[config.mk]
export PLATFORM = sky130hd
export DESIGN_NAME = dbg_break_unit
export DESIGN_NICKNAME = d
export VERILOG_FILES = /design/src/rtl/dbg_break_pkg.sv /design/src/rtl/dbg_break_dp.sv /design/src/rtl/dbg_break_ctrl.sv /design/src/rtl/dbg_break_unit.sv
export SDC_FILE = /design/constraint.sdc
export NUM_CORES = 1
export LEC_CHECK = 0
export ABC_AREA = 1
export BUFFER_PORTS_ARGS = -buffer_cell sky130_fd_sc_hd__buf_4
export CAP_MARGIN = 20
export CORE_MARGIN = 3
export CORE_UTILIZATION = 59
export DETAILED_ROUTE_END_ITERATION = 8
export GPL_TIMING_DRIVEN = 0
export PLACE_DENSITY = 0.77
export SETUP_SLACK_MARGIN = 0.5
export SLEW_MARGIN = 20
export SYNTH_ARGS = -nofsm -noshare
export SYNTH_HDL_FRONTEND = slang
export SYNTH_HIERARCHICAL = 1
export SYNTH_SLANG_ARGS = --single-unit
export TNS_END_PERCENT = 30
[constraint.sdc]
create_clock -name clk -period 1.8 [get_ports clk]
set_input_delay 0.18 -clock clk [delete_from_list [all_inputs] [get_ports clk]]
set_output_delay 0.18 -clock clk [all_outputs]
set_load 0.01 [all_outputs]
[src/rtl/dbg_break_pkg.sv]
package dbg_break_pkg;
  localparam int NUM_COMP  = 4;
  localparam int ADDR_W    = 24;
  localparam int BYTE_W    = 8;
  localparam int NUM_BYTES = ADDR_W / BYTE_W;
  localparam int SEL_W     = $clog2(NUM_BYTES);
  localparam int REG_AW    = 5;
  localparam int CTRL_W    = 8;
  localparam logic [REG_AW-1:0] CTRL_ADDR = 5'h10;
  localparam int BRK_BIT   = 7;
  localparam int ENA_LSB   = 3;
  localparam int IGN_BIT   = 2;
  localparam int MASK_COMP = 1;
  localparam logic [CTRL_W-1:0] WR_MASK = 8'hFC;

  typedef struct packed {
    logic [NUM_COMP-1:0] compWr;
    logic [SEL_W-1:0]    byteSel;
    logic [BYTE_W-1:0]   wrByte;
    logic [NUM_COMP-1:0] compEn;
    logic                ignLow;
  } dpStrobe_t;
endpackage

[src/rtl/dbg_break_dp.sv]
module dbg_break_dp
  import dbg_break_pkg::*;
(
  input  logic                clk,
  input  logic                rstN,
  input  dpStrobe_t           strb,
  input  logic [ADDR_W-1:0]   fetchAddr,
  output logic [NUM_COMP-1:0] compHit
);
  localparam int PAGE_LSB = BYTE_W;

  for (genvar i = 0; i < NUM_COMP; i++) begin : gComp
    logic [ADDR_W-1:0] matchReg;

    always_ff @(posedge clk) begin
      if (!rstN) begin
        matchReg <= '0;
      end else if (strb.compWr[i]) begin
        for (int b = 0; b < NUM_BYTES; b++) begin
          if (strb.byteSel == SEL_W'(b)) matchReg[b*BYTE_W +: BYTE_W] <= strb.wrByte;
        end
      end
    end

    if (i == MASK_COMP) begin : gPageMask
      logic upperEq;
      assign upperEq    = fetchAddr[ADDR_W-1:PAGE_LSB] == matchReg[ADDR_W-1:PAGE_LSB];
      assign compHit[i] = strb.compEn[i] && upperEq &&
                          (strb.ignLow || fetchAddr[PAGE_LSB-1:0] == matchReg[PAGE_LSB-1:0]);
    end else begin : gFull
      assign compHit[i] = strb.compEn[i] && (fetchAddr == matchReg);
    end
  end
endmodule

[src/rtl/dbg_break_ctrl.sv]
module dbg_break_ctrl
  import dbg_break_pkg::*;
(
  input  logic                clk,
  input  logic                rstN,
  input  logic                dbgClkPin,
  input  logic                dbgDataPin,
  input  logic                regWrEn,
  input  logic [REG_AW-1:0]   regAddr,
  input  logic [BYTE_W-1:0]   regWrData,
  input  logic                fetchFirst,
  input  logic [NUM_COMP-1:0] compHit,
  output dpStrobe_t           strb,
  output logic [CTRL_W-1:0]   ctrlReg,
  output logic [NUM_COMP-1:0] hitMask
);
  logic ctrlWr;
  logic evalEn;
  logic trigger;
  logic resetBrk;

  assign ctrlWr   = regWrEn && (regAddr == CTRL_ADDR);
  assign evalEn   = fetchFirst && !ctrlReg[BRK_BIT];
  assign trigger  = evalEn && (|compHit);
  assign resetBrk = dbgClkPin && !dbgDataPin;

  always_comb begin
    strb         = '0;
    strb.byteSel = regAddr[SEL_W-1:0];
    strb.wrByte  = regWrData;
    strb.compEn  = ctrlReg[ENA_LSB +: NUM_COMP];
    strb.ignLow  = ctrlReg[IGN_BIT];
    for (int i = 0; i < NUM_COMP; i++) begin
      strb.compWr[i] = regWrEn && !regAddr[REG_AW-1] &&
                       (regAddr[REG_AW-2:SEL_W] == (REG_AW-1-SEL_W)'(i)) &&
                       (int'(regAddr[SEL_W-1:0]) < NUM_BYTES);
    end
  end

  always_ff @(posedge clk) begin
    if (!rstN) begin
      ctrlReg          <= '0;
      ctrlReg[BRK_BIT] <= resetBrk;
      hitMask          <= '0;
    end else begin
      if (ctrlWr) begin
        ctrlReg <= regWrData & WR_MASK;
        hitMask <= '0;
      end
      if (trigger) begin
        ctrlReg[BRK_BIT] <= 1'b1;
        hitMask          <= compHit;
      end
    end
  end
endmodule

[src/rtl/dbg_break_unit.sv]
module dbg_break_unit
  import dbg_break_pkg::*;
(
  input  logic                clk,
  input  logic                rstN,
  input  logic                dbgClkPin,
  input  logic                dbgDataPin,
  input  logic                regWrEn,
  input  logic [REG_AW-1:0]   regAddr,
  input  logic [BYTE_W-1:0]   regWrData,
  input  logic [ADDR_W-1:0]   fetchAddr,
  input  logic                fetchFirst,
  output logic                brkOut,
  output logic [CTRL_W-1:0]   ctrlOut,
  output logic [NUM_COMP-1:0] hitMask
);
  dpStrobe_t           strb;
  logic [NUM_COMP-1:0] compHit;
  logic [CTRL_W-1:0]   ctrlReg;

  dbg_break_ctrl ctrl_i (
    .clk(clk), .rstN(rstN), .dbgClkPin(dbgClkPin), .dbgDataPin(dbgDataPin),
    .regWrEn(regWrEn), .regAddr(regAddr), .regWrData(regWrData),
    .fetchFirst(fetchFirst), .compHit(compHit), .strb(strb),
    .ctrlReg(ctrlReg), .hitMask(hitMask)
  );

  dbg_break_dp dp_i (
    .clk(clk), .rstN(rstN), .strb(strb), .fetchAddr(fetchAddr), .compHit(compHit)
  );

  assign brkOut  = ctrlReg[BRK_BIT];
  assign ctrlOut = ctrlReg;
endmodule

# Word level (Yosys, flattened, before mapping)
# Cells that the tools add are included.
dict set report totals {
  reg_bits 106
  out_inout_bits 13
  input_bits 43
}
dict set report op_classes {
  reduce_logical 38
  mux 5
  order_cmp 1
  eq_ne 12
}
# op n
set op_table {}
lappend op_table {{equality test 24 bit} 3}
lappend op_table {{AND reduction 2 bit} 12}
lappend op_table {{logical AND 1 bit} 18}
lappend op_table {{equality test 16 bit} 1}
lappend op_table {{2-to-1 mux 8 bit} 2}
lappend op_table {{equality test 8 bit} 1}
lappend op_table {{2-to-1 mux 4 bit} 2}
lappend op_table {{equality test 2 bit, second input constant} 3}
lappend op_table {{equality test 5 bit, second input constant} 1}
lappend op_table {{equality test 2 x 1 -> 1 bit, second input constant} 2}
lappend op_table {{zero test 2 bit} 2}
lappend op_table {{OR reduction 4 bit} 1}
lappend op_table {{zero test 1 bit} 3}
lappend op_table {{!= test 3 x 1 -> 1 bit, second input constant} 1}
lappend op_table {{less-than comparator 2 bit, second input constant} 1}
lappend op_table {{nonzero test 2 bit} 1}
lappend op_table {{logical OR 1 bit} 1}
lappend op_table {{2-to-1 mux 1 bit} 1}

# Depth between registers and ports, before layout
dict set report logic_depth {
  word_depth 7
  depth_mapped 14
  ltp_nobuf 14
}

# Modules after synthesis
# Netlist, hierarchy kept.
# mod cells_each n_inst area_per_inst_um2 seq_area_each_um2
set by_module_without_submodules {}
lappend by_module_without_submodules {dbg_break_dp 736 1 4772.1 1921.8}
lappend by_module_without_submodules {dbg_break_ctrl 86 1 654.4 210.2}
lappend by_module_without_submodules {dbg_break_unit 1 1 7.5 0.0}

# Worst setup path before layout
# OpenSTA, ideal clock, no wires.
dict set report synth_timing {
  kind {register to register}
  startpoint {register ctrl_i.ctrlReg[6]}
  endpoint {register ctrl_i.ctrlReg[7] (enable)}
  period_less_slack_ns 1.581
  arrival_time_ns 1.285
  path_stages_with_launch 11
  slack_ns 0.219
  n_path_buf 1
  cell_sequence {dfxtp_1 buf_4 a21boi_0 nand2_1 nor2_1 nand3_1 nor2_1 nor2_1 nand2_1 nand2_1 nand3_1}
}
dict set report synth_via {
  elab_chain_cells 4
}
# element line_no
set synth_lines {}
lappend synth_lines {{start: declaration} dbg_break_ctrl.sv:14} ;# output logic [CTRL_W-1:0] ctrlReg,
lappend synth_lines {{start signal: indexed assignment} dbg_break_ctrl.sv:43} ;# ctrlReg[BRK_BIT] <= resetBrk;
lappend synth_lines {{start signal: assignment} dbg_break_ctrl.sv:47} ;# ctrlReg <= regWrData & WR_MASK;
lappend synth_lines {{logical AND 1 bit} dbg_break_dp.sv:31} ;# assign compHit[i] = strb.compEn[i] && (fetchAddr == matchReg);
lappend synth_lines {{net compHit[3]} dbg_break_unit.sv:18} ;# logic [NUM_COMP-1:0] compHit;
lappend synth_lines {{OR reduction 4 bit} dbg_break_ctrl.sv:24} ;# assign trigger = evalEn && (|compHit);
lappend synth_lines {{logical AND 1 bit} dbg_break_ctrl.sv:24}
lappend synth_lines {{!= test 3 x 1 -> 1 bit (no source line)} -}
# The timed path passes the listed nets, and every way through them passes these cells.
# A chain may end at the register's enable or synchronous reset.

# Worst setup path in the final report
dict set report layout_timing {
  startpoint {register dp_i.gComp[3].matchReg[5]}
  endpoint {register ctrl_i.ctrlReg[7] (enable)}
}
dict set report layout_via {
  elab_chain_cells 5
}
# element line_no
set layout_lines {}
lappend layout_lines {{start: declaration} dbg_break_dp.sv:13} ;# logic [ADDR_W-1:0] matchReg;
lappend layout_lines {{start signal: indexed assignment} dbg_break_dp.sv:20} ;# if (strb.byteSel == SEL_W'(b)) matchReg[b*BYTE_W +: BYTE_W] <= strb.wrByte;
lappend layout_lines {{equality test 24 bit} dbg_break_dp.sv:31}
lappend layout_lines {{logical AND 1 bit} dbg_break_dp.sv:31}
lappend layout_lines {{net compHit[3]} dbg_break_unit.sv:18}
lappend layout_lines {{OR reduction 4 bit} dbg_break_ctrl.sv:24}
lappend layout_lines {{logical AND 1 bit} dbg_break_ctrl.sv:24}
lappend layout_lines {{!= test 3 x 1 -> 1 bit (no source line)} -}
# The timed path passes the listed nets, and every way through them passes these cells.

==> flow_metrics.py <==
metrics = {
    "layout": {
        "antennaDiodeCount": 0,
        "multiInputGateArea_um2": 2840,
        "final_area_um2": 6580,
        "seqCellArea_um2": 2160,
        "fin_cells": 1014,
        "layout-drive-gt1-share_pct": 22.2,
        "layout.nets": 944,
        "fill_cells": 755,
        "area_growth_syn_to_layout_pct": 21.1,
    },
    "synth": {
        "ys.flop_type": "dfxtp_1",
        "synth_area_leaders": "dfxtp_1 39%, o21ai_0 12%, nand2_1 12%, inv_1 7.5%, a21oi_1 7.5%",
        "synth.distinct_cells": 26,
        "yosysMostFrequentCell": "nand2_1",
        "synthArstFlopShare_pct": 0,
        "synth-seq-cells": 106,
        "synth_edf_count": 1,
        "yosysWarnings": 6,
        "ys_seq_area_share_pct": 39.2,
        "synth_top_area_share_pct": 38.7,
        "synth_top_cell_by_area": "dfxtp_1",
        "synth_common_cells": "173 x nand2_1, 131 x o21ai_0, 109 x inv_1, 105 x dfxtp_1, 89 x nor2_1",
        "syn_avg_cell_area_um2": 6.60,
        "syn_area_um2": 5430,
        "syn_inst": 823,
    },
    "setup_path": {
        "r2r_slack_ns": 0.09,
        "critPathLaunchType": "flop",
        "crit_path_top_delay_cell": "dfxtp_2",
        "worstPathArrival_ns": 1.80,
        "required_ns": 1.89,
        "endpoint_kind": "flop",
        "path_max_fanout": 6,
        "worst-setup-path-type": "reg2reg",
        "crit_path_max_incr_delay_ns": 0.35,
        "crit_buf_inv": 0,
        "crit_family": "simple AND/OR/NAND/NOR gates",
        "cp_cell_sequence": "nand2_1 > o21ai_0 > nor2_1 > nand2_1 > nor2_2 > nand2_2 > nor2_4 > nor2_2 > nand2_2 > nand2_4 > nand3_2",
    },
    "timing": {
        "finalMaxSlewViolations": 0,
        "fin_worst_skew_ns": 0.00641,
        "fmax_ghz": 0.585,
        "hold_slack_ns": 0.0910,
        "period_minus_slack_ns": 1.71,
        "tightest_slew_ns": 0.712,
        "relSlewSlack_pct": 52.5,
        "fin_setup_tns_ns": 0,
        "rsz0062_at_grt": "true",
        "period_share_pct": 95.0,
        "worst_slack_ns": 0.0907,
        "hold_viol_final": 0,
        "finalSetupViolCount": 0,
    },
    "detailed_routing": {
        "drtAntennaViolNets": 0,
        "drt_pass1_iterations": 7,
        "wirelength_mm": 17.9,
        "wl_per_cell_um": 17.6,
        "drt_iter0_drc": 603,
        "drc": 0,
        "viasPerCell": 5.65,
        "via_count": 5729,
    },
    "cts": {
        "cts.sinks": 106,
        "htreeDepth": 3,
        "clk_pin_slew_worst_paths_ns": 0.11,
        "cts_buffers": 9,
        "cts_tree": "done",
        "ctsHoldBuffers": 0,
        "cts_buffer_depth": 2,
        "clk_latency_ns": 0.37,
        "cts_root_buf": "clkbuf_8",
    },
    "grt": {
        "track_usage_pct": 34.1,
        "antenna_found_initial": 0,
        "grt_max_degree": 19,
        "gr-total-overflow": 0,
        "grt_pass1_vias": 5360,
        "grt_pass1_wl_mm": 26.9,
    },
    "floorplan": {
        "io_pins": 56,
        "die-area_um2": 10400,
        "rows": 34,
        "die_w_um": 102,
        "initial_core_util_pct": 61.4,
        "die_height_um": 102,
        "core_area_um2": 8850,
    },
    "pwr": {
        "ir_drop_v": 0.000482,
        "p_leak_nw": 2.70,
        "power_density_nw_per_um2": 711,
    },
    "placed_design": {
        "post_dp_cell_area_um2": 5990,
        "dp_cells": 982,
        "hpwl_mm": 12.9,
        "globalplace.congestion": 1.01,
        "pre_cts_ws_ns": -0.225,
        "port_buffers": 50,
    },
    "outcome": {
        "status": "finished, final reports clean",
    },
    "run": {
        "maxCapViolCount": 0,
    },
    "min_path": {
        "hp-class": "in2reg",
    },
}
## layout make-up
class                           count  area share (%)
Buffer                             51            4.69
Clock buffer                        9            1.88
Sequential cell                   106            32.9
Inverter                          113            6.44
Clock inverter                      7            1.50
Timing Repair Buffer               66            7.49
Multi-Input combinational cell    554            43.1
Tap cell                          108            2.05
## state kept, by name, summed over array words and instances (netlist names)
register / flops
dp_i/gComp.matchReg: 96
ctrl_i/ctrlReg: 6
ctrl_i/hitMask: 4
## cells by family (layout without fill, tap and decap cells)
kind of cell    Yosys count  in the layout  synth area share [%]
buf+inv                 164            246                  13.2
other cells               1              2                0.0690
xor+xnor                 17             17                  2.74
flops                   106            106                  39.2
simple gates            312            312                  23.7
compound gates          223            223                  21.0
## layer usage
layer  global-route usage, %  up-vias  part of all wire (%)
met4                    17.6        0                   5.0
met3                    4.85       66                    11
met1                    45.9     2570                    40
li1                        -     2769                     -
met2                    53.5      324                    44
met5                       0        -                     0
## worst reg2reg max path: stages (launching register included)
cell     delay [ns]
dfxtp_2        0.35
nand2_1        0.07
o21ai_0        0.09
nor2_1         0.11
nand2_1        0.09
nor2_2         0.13
nand2_2        0.12
nor2_4         0.18
nor2_2         0.06
nand2_2        0.09
nand2_4        0.07
nand3_2        0.08
## what timing repair did
item	4_1_cts	5_1_grt
endpoints found under the setup margin	67	84
pin swaps	33	24
cloned	0	1
buffers inserted	6	9
gates resized for setup	49	47
## power by group
group | switching, mW | internal [mW]
combinational | 0.403 | 0.217
sequential | 0.0154 | 2.37
clock | 0.871 | 0.800
## path summary, 6_finish.rpt
path	startpoint	end	cells after the start
hold reg to reg	dp_i/gComp[1].matchReg[11]	dp_i/gComp[1].matchReg[11]	2
hold / removal	regWrData[3]	ctrl_i/ctrlReg[3]	3
setup reg to reg	dp_i/gComp[3].matchReg[5]	ctrl_i/ctrlReg[7]	11
setup / recovery	dp_i/gComp[3].matchReg[5]	ctrl_i/ctrlReg[7]	11
## layout by cell type (no fill, tap or decap), types with 9 or more instances in the layout
master    instances
nand3_1           9
buf_2            11
buf_4            85
a21oi_1          81
nor2_2           13
o21ai_0         117
clkbuf_8          9
dfxtp_1          80
nand4_1          17
xor2_1           10
clkbuf_1         17
o21ai_1          13
inv_1           100
dfxtp_2          25
inv_2            13
nor2_1           78
nand2_1         165
## stage by stage
step	util, %	total power, mW
3_3_place_gp	67.7	2.99
5_1_grt	74.4	4.83
2_1_floorplan	-	2.75
3_5_place_dp	67.7	3.00
6_report	74.4	4.68
4_1_cts	72.3	4.65
Power figures use the tool's default switching activity.
